File: src/rtl/mas_pkg.sv
package mas_pkg;

  typedef enum logic [2:0] {
    ST_IDLE,
    ST_LOAD,
    ST_TERM_B,
    ST_TERM_C,
    ST_TERM_D,
    ST_HOLD
  } seq_state_e;

  typedef enum logic [1:0] {
    PICK_B = 2'd0,
    PICK_C = 2'd1,
    PICK_D = 2'd2
  } opnd_pick_e;

  typedef struct packed {
    logic       acc_we;
    logic       take_a;
    opnd_pick_e pick;
    logic       subtract;
  } ctl_vec_t;

endpackage

File: src/rtl/mas_arm.sv
module mas_arm (
  input  logic clk,
  input  logic rst_n,
  input  logic go,
  input  logic accept,
  output logic armed
);

  logic armed_q;

  // Re-arms whenever go is sampled low; disarms on an accepted request.
  always_ff @(posedge clk or negedge rst_n) begin
    if (!rst_n) begin
      armed_q <= 1'b1;
    end else begin
      armed_q <= ~go | (armed_q & ~accept);
    end
  end

  assign armed = armed_q;

endmodule

File: src/rtl/mas_ctrl.sv
module mas_ctrl
  import mas_pkg::*;
(
  input  logic     clk,
  input  logic     rst_n,
  input  logic     go,
  input  logic     mode,
  input  logic     armed,
  output ctl_vec_t ctl,
  output logic     accept,
  output logic     busy,
  output logic     finished
);

  seq_state_e state_q;
  seq_state_e state_d;
  logic       mode_q;
  logic       can_take;

  assign can_take = (state_q == ST_IDLE) || (state_q == ST_HOLD);
  assign accept   = can_take && go && armed;

  // Next-state section
  always_comb begin
    state_d = state_q;
    case (state_q)
      ST_IDLE:   if (accept) state_d = ST_LOAD;
      ST_LOAD:   state_d = ST_TERM_B;
      ST_TERM_B: state_d = ST_TERM_C;
      ST_TERM_C: state_d = ST_TERM_D;
      ST_TERM_D: state_d = ST_HOLD;
      ST_HOLD:   if (accept) state_d = ST_LOAD;
      default:   state_d = ST_IDLE;
    endcase
  end

  always_ff @(posedge clk or negedge rst_n) begin
    if (!rst_n) begin
      state_q <= ST_IDLE;
      mode_q  <= 1'b0;
    end else begin
      state_q <= state_d;
      if (accept) mode_q <= mode;
    end
  end

  // Output section
  always_comb begin
    ctl          = '0;
    ctl.pick     = PICK_B;
    busy         = 1'b0;
    finished     = 1'b0;
    case (state_q)
      ST_LOAD: begin
        ctl.acc_we = 1'b1;
        ctl.take_a = 1'b1;
        busy       = 1'b1;
      end
      ST_TERM_B: begin
        ctl.acc_we   = 1'b1;
        ctl.pick     = PICK_B;
        ctl.subtract = mode_q;
        busy         = 1'b1;
      end
      ST_TERM_C: begin
        ctl.acc_we   = 1'b1;
        ctl.pick     = PICK_C;
        ctl.subtract = 1'b0;
        busy         = 1'b1;
      end
      ST_TERM_D: begin
        ctl.acc_we   = 1'b1;
        ctl.pick     = PICK_D;
        ctl.subtract = ~mode_q;
        busy         = 1'b1;
      end
      ST_HOLD: finished = 1'b1;
      default: ;
    endcase
  end

  // the captured sign choice cannot move between busy cycles
  assert_mode_latched_R7: assert property (@(posedge clk) disable iff (!rst_n)
    (busy && $past(busy)) |-> $stable(mode_q));

endmodule

File: src/rtl/mas_datapath.sv
module mas_datapath
  import mas_pkg::*;
#(
  parameter int WIDTH = 8
) (
  input  logic             clk,
  input  logic             rst_n,
  input  logic [WIDTH-1:0] a_in,
  input  logic [WIDTH-1:0] b_in,
  input  logic [WIDTH-1:0] c_in,
  input  logic [WIDTH-1:0] d_in,
  input  ctl_vec_t         ctl,
  output logic [WIDTH-1:0] acc
);

  localparam logic [WIDTH-1:0] ACC_CLEAR = '0;

  function automatic logic [WIDTH-1:0] step_value(
    input logic [WIDTH-1:0] base,
    input logic [WIDTH-1:0] term,
    input logic             minus
  );
    return minus ? (base - term) : (base + term);
  endfunction

  logic [WIDTH-1:0] acc_q;
  logic [WIDTH-1:0] operand;
  logic [WIDTH-1:0] alu_out;
  logic [WIDTH-1:0] acc_next;

  // Three-way operand selector
  always_comb begin
    case (ctl.pick)
      PICK_B:  operand = b_in;
      PICK_C:  operand = c_in;
      PICK_D:  operand = d_in;
      default: operand = b_in;
    endcase
  end

  assign alu_out = step_value(acc_q, operand, ctl.subtract);

  // Two-way accumulator input selector
  always_comb begin
    if (ctl.take_a) acc_next = a_in;
    else            acc_next = alu_out;
  end

  always_ff @(posedge clk or negedge rst_n) begin
    if (!rst_n)          acc_q <= ACC_CLEAR;
    else if (ctl.acc_we) acc_q <= acc_next;
  end

  assign acc = acc_q;

  // a load cycle leaves operand a in the accumulator
  assert_load_a_R10: assert property (@(posedge clk) disable iff (!rst_n)
    $past(ctl.acc_we && ctl.take_a) |-> (acc_q == $past(a_in)));

endmodule

File: src/rtl/mode_arith_seq.sv
module mode_arith_seq
  import mas_pkg::*;
#(
  parameter int WIDTH = 8
) (
  input  logic             clk,
  input  logic             rst_n,
  input  logic             go,
  input  logic             mode,
  input  logic [WIDTH-1:0] a,
  input  logic [WIDTH-1:0] b,
  input  logic [WIDTH-1:0] c,
  input  logic [WIDTH-1:0] d,
  output logic [WIDTH-1:0] result,
  output logic             finished
);

  ctl_vec_t ctl;
  logic     accept;
  logic     armed;
  logic     busy;

  mas_arm u_arm (
    .clk    (clk),
    .rst_n  (rst_n),
    .go     (go),
    .accept (accept),
    .armed  (armed)
  );

  mas_ctrl u_ctrl (
    .clk      (clk),
    .rst_n    (rst_n),
    .go       (go),
    .mode     (mode),
    .armed    (armed),
    .ctl      (ctl),
    .accept   (accept),
    .busy     (busy),
    .finished (finished)
  );

  mas_datapath #(.WIDTH(WIDTH)) u_dp (
    .clk   (clk),
    .rst_n (rst_n),
    .a_in  (a),
    .b_in  (b),
    .c_in  (c),
    .d_in  (d),
    .ctl   (ctl),
    .acc   (result)
  );

  // completion flag arrives five edges after acceptance
  assert_done_latency_R3: assert property (@(posedge clk) disable iff (!rst_n)
    accept |-> ##5 finished);

  // flag drops right after acceptance
  assert_done_low_busy_R4: assert property (@(posedge clk) disable iff (!rst_n)
    accept |=> !finished);

  // busy and finished never overlap
  assert_busy_excl_R4: assert property (@(posedge clk) disable iff (!rst_n)
    !(busy && finished));

  // result frozen across consecutive finished cycles
  assert_hold_result_R9: assert property (@(posedge clk) disable iff (!rst_n)
    (finished && $past(finished)) |-> $stable(result));

endmodule

File: config.mk
export PLATFORM = sky130hd
export DESIGN_NAME = mode_arith_seq
export DESIGN_NICKNAME = d
export VERILOG_FILES = /design/src/rtl/mas_pkg.sv /design/src/rtl/mas_arm.sv /design/src/rtl/mas_ctrl.sv /design/src/rtl/mas_datapath.sv /design/src/rtl/mode_arith_seq.sv
export SDC_FILE = /design/constraint.sdc
export NUM_CORES = 1
export LEC_CHECK = 0
export BUFFER_PORTS_ARGS = -buffer_cell sky130_fd_sc_hd__buf_4
export CAP_MARGIN = 20
export CORE_ASPECT_RATIO = 1.4
export CORE_MARGIN = 3
export CORE_UTILIZATION = 55
export DETAILED_ROUTE_END_ITERATION = 12
export PLACE_DENSITY = 0.86
export RECOVER_POWER = 50
export SYNTH_ARGS = -nofsm -noshare
export SYNTH_HDL_FRONTEND = slang
export SYNTH_SLANG_ARGS = --single-unit
File: constraint.sdc
create_clock -name clk -period 9.59 [get_ports clk]
set_input_delay 1.4385 -clock clk [delete_from_list [all_inputs] [get_ports clk]]
set_output_delay 1.4385 -clock clk [all_outputs]
set_load 0.02 [all_outputs]
==> metrics <==
sequential area share after synthesis=24.0%; final hold violations=0; CTS tree=built; Placer Congestion=about 0.9; area leader, netlist=dfrtp_1; clock buffer depth=2; FFs w/ async S/R, synth=100%; Die X=48.1 microns; Post-Syn Area=roughly 1400 sq um; RSZ-0062 raised after global routing=no; global-route wire length before repair=5.34 mm; htree depth=1; largest net degree at the start of global routing=17; post-synthesis register bit count=13; status=complete, no violations; Main synth FF type=dfrtp_1; Skew-Pair Late Insertion Delay=about 0.28 ns; Max-cap violations=0; initial detailed-routing violation count=23; Via Count=1247; initial antenna violation count=0; antenna viol nets, final=0; Tcrit/Tclk final=between 40 and 50%; drt wl/cell=roughly 15 microns; f_max=0.253 GHz; Die Area=3120 sq um; Mapped Cells=157; final setup skew=0.000814 ns; yosys warns=0; Row Count=20; number of setup buffers added after CTS=0; Starting Density=60.5%; CP endpoint kind=flip-flop; minimum clock period=3.95 ns; Min-Delay Path Class=flip-flop to flip-flop; number of vias per cell=5.69; Yosys cell types=42; top cell type's share of synthesized area=22.0%; top cells by count, synth=nor2_1, a21oi_1, dfrtp_1, nand2_1; GR Overflow Total=0; Worst Max-Slew Pin Slew=0.746 ns; final net count=between 200 and 250; Core ar.=approximately 2300 sq um; 1st-pass router iterations=4; Syn Nets=204; CP max FO=16; number of global-route vias before repair=1318; final setup violation count=0; top cells by area, synth=dfrtp_1, ha_1, xnor2_1; Crit. Startpoint=u_ctrl.state_q[1]$_DFFE_PN0P_; IO Pins=45; post-CTS resize count=0; gr usage total=23.5%; Buffers on Ports=44; share of layout cells above drive strength 1=32.5%; Die Y=approximately 65 microns; Final Slew Violations=0; start point of the worst hold path=u_arm.armed$_DFF_PN1_; Post-synth EDFFs=0; worst r2r src=u_ctrl.state_q[1]$_DFFE_PN0P_; hpwl dp=about 2.6 mm; clk slew on worst S/H paths=approximately 0.090 ns; crit path DAT=4.16 ns; Setup crit start kind=flip-flop; TNS Setup=0 ns; Layout area overhead=21.9%; Detailed Route WL=3.25 mm; cell with the most instances after synthesis=nor2_1; Setup CP Type=flip-flop to flip-flop; CTS sink count=13; slew margin rel.=slightly above 50%; DRC viols=0; Num CTS Buffers=3; CP required=between 9 and 10 ns; Mean Syn Cell Area=between 8 and 9 sq um; # fillers=195; hold_buf cts=0; Antenna diodes=0; Root Buffer=clkbuf_4
## cell families after synthesis
family / after synthesis / synth area share (%)
multiplexers: 5 / 3.76
flip-flops: 13 / 24.0
buffers and inverters: 17 / 8.36
AND/OR/NAND/NOR: 50 / 19.1
adder cells (fa/ha/maj): 11 / 10.7
AO/OA/AOI/OAI: 45 / 23.3
XOR/XNOR: 16 / 10.8
## flip-flops by register name, indices dropped and copies added (netlist names)
register,cells
u_ctrl.mode_q,1
u_dp.acc,8
u_ctrl.state_q,3
u_arm.armed,1
## worst paths after layout
check	end	slack, ns	depth (start not counted)
max	u_dp.acc[6]$_DFFE_PN0P_	5.64	16
min	u_arm.armed$_DFF_PN1_	0.51	2
max reg2reg	u_dp.acc[6]$_DFFE_PN0P_	5.64	16
min reg2reg	u_arm.armed$_DFF_PN1_	0.51	2
max in group asynchronous	u_dp.acc[3]$_DFFE_PN0P_	7.94	1
min in group asynchronous	u_ctrl.state_q[0]$_DFFE_PN0P_	1.19	1
## worst max-delay path, cell delays in order (launching register included)
cell,delay (ns)
dfrtp_1,0.51
nand2b_1,0.24
nand2b_1,0.20
ha_1,0.48
and2b_4,0.26
nor2_1,0.22
inv_1,0.07
ha_1,0.28
mux2i_1,0.11
fa_1,0.47
a21o_1,0.18
a21oi_1,0.22
o21bai_1,0.10
a21oi_1,0.17
xnor2_1,0.13
mux2i_1,0.09
o21ai_1,0.13
## cell type report
class                           instances  area (sq um)  share of cell area, %
Sequential cell                        13           327                   19.7
Clock buffer                            3          22.5                   1.36
Clock inverter                          1          5.00                  0.301
Inverter                                9          33.8                   2.03
Multi-Input combinational cell        127           922                   55.5
Timing Repair Buffer                   44           323                   19.4
Tap cell                               22          27.5                   1.66
## per-layer routing
layer | part of all wire (%) | wire, microns | track usage (%) | up-vias
met5 | 0 | 0 | 0 | -
met1 | 39 | 1270 | 26.0 | 566
li1 | - | - | - | 632
met2 | 53 | 1730 | 41.1 | 45
met4 | 1.0 | 34 | 10.1 | 0
met3 | 6.6 | 214 | 3.89 | 4
## cell usage in the layout, fill, tap and decap left out, types with 3 or more instances in the layout
cell type	Yosys	routed
buf_4	1	42
nand2_1	12	12
xnor2_1	11	11
nand2b_1	3	3
nor2b_2	4	4
a221oi_2	5	5
o22ai_1	3	3
xor2_1	4	4
nor2_1	19	19
dfrtp_1	12	12
a21oi_1	12	12
ha_1	10	10
o21ai_1	11	10
clkbuf_4	0	3
inv_1	7	7
mux2i_1	4	4
o21ai_0	2	3
## through the flow
step | worst slack [ns] | util (%) | instances | instance area, sq um | hold WS, ns
2_1_floorplan | 5.94 | - | 157 | 1360 | 0.473
3_3_place_gp | 5.68 | 72.8 | 215 | 1640 | 0.489
3_5_place_dp | 5.54 | 72.8 | 215 | 1640 | 0.498
4_1_cts | 5.62 | 74.1 | 219 | 1670 | 0.516
5_1_grt | 5.24 | 73.7 | 219 | 1660 | 0.544
6_report | 5.64 | 73.7 | 219 | 1660 | 0.514
Power is not shown: default switching activity piles up to over one toggle a cycle in this logic, so the estimate is an artifact.
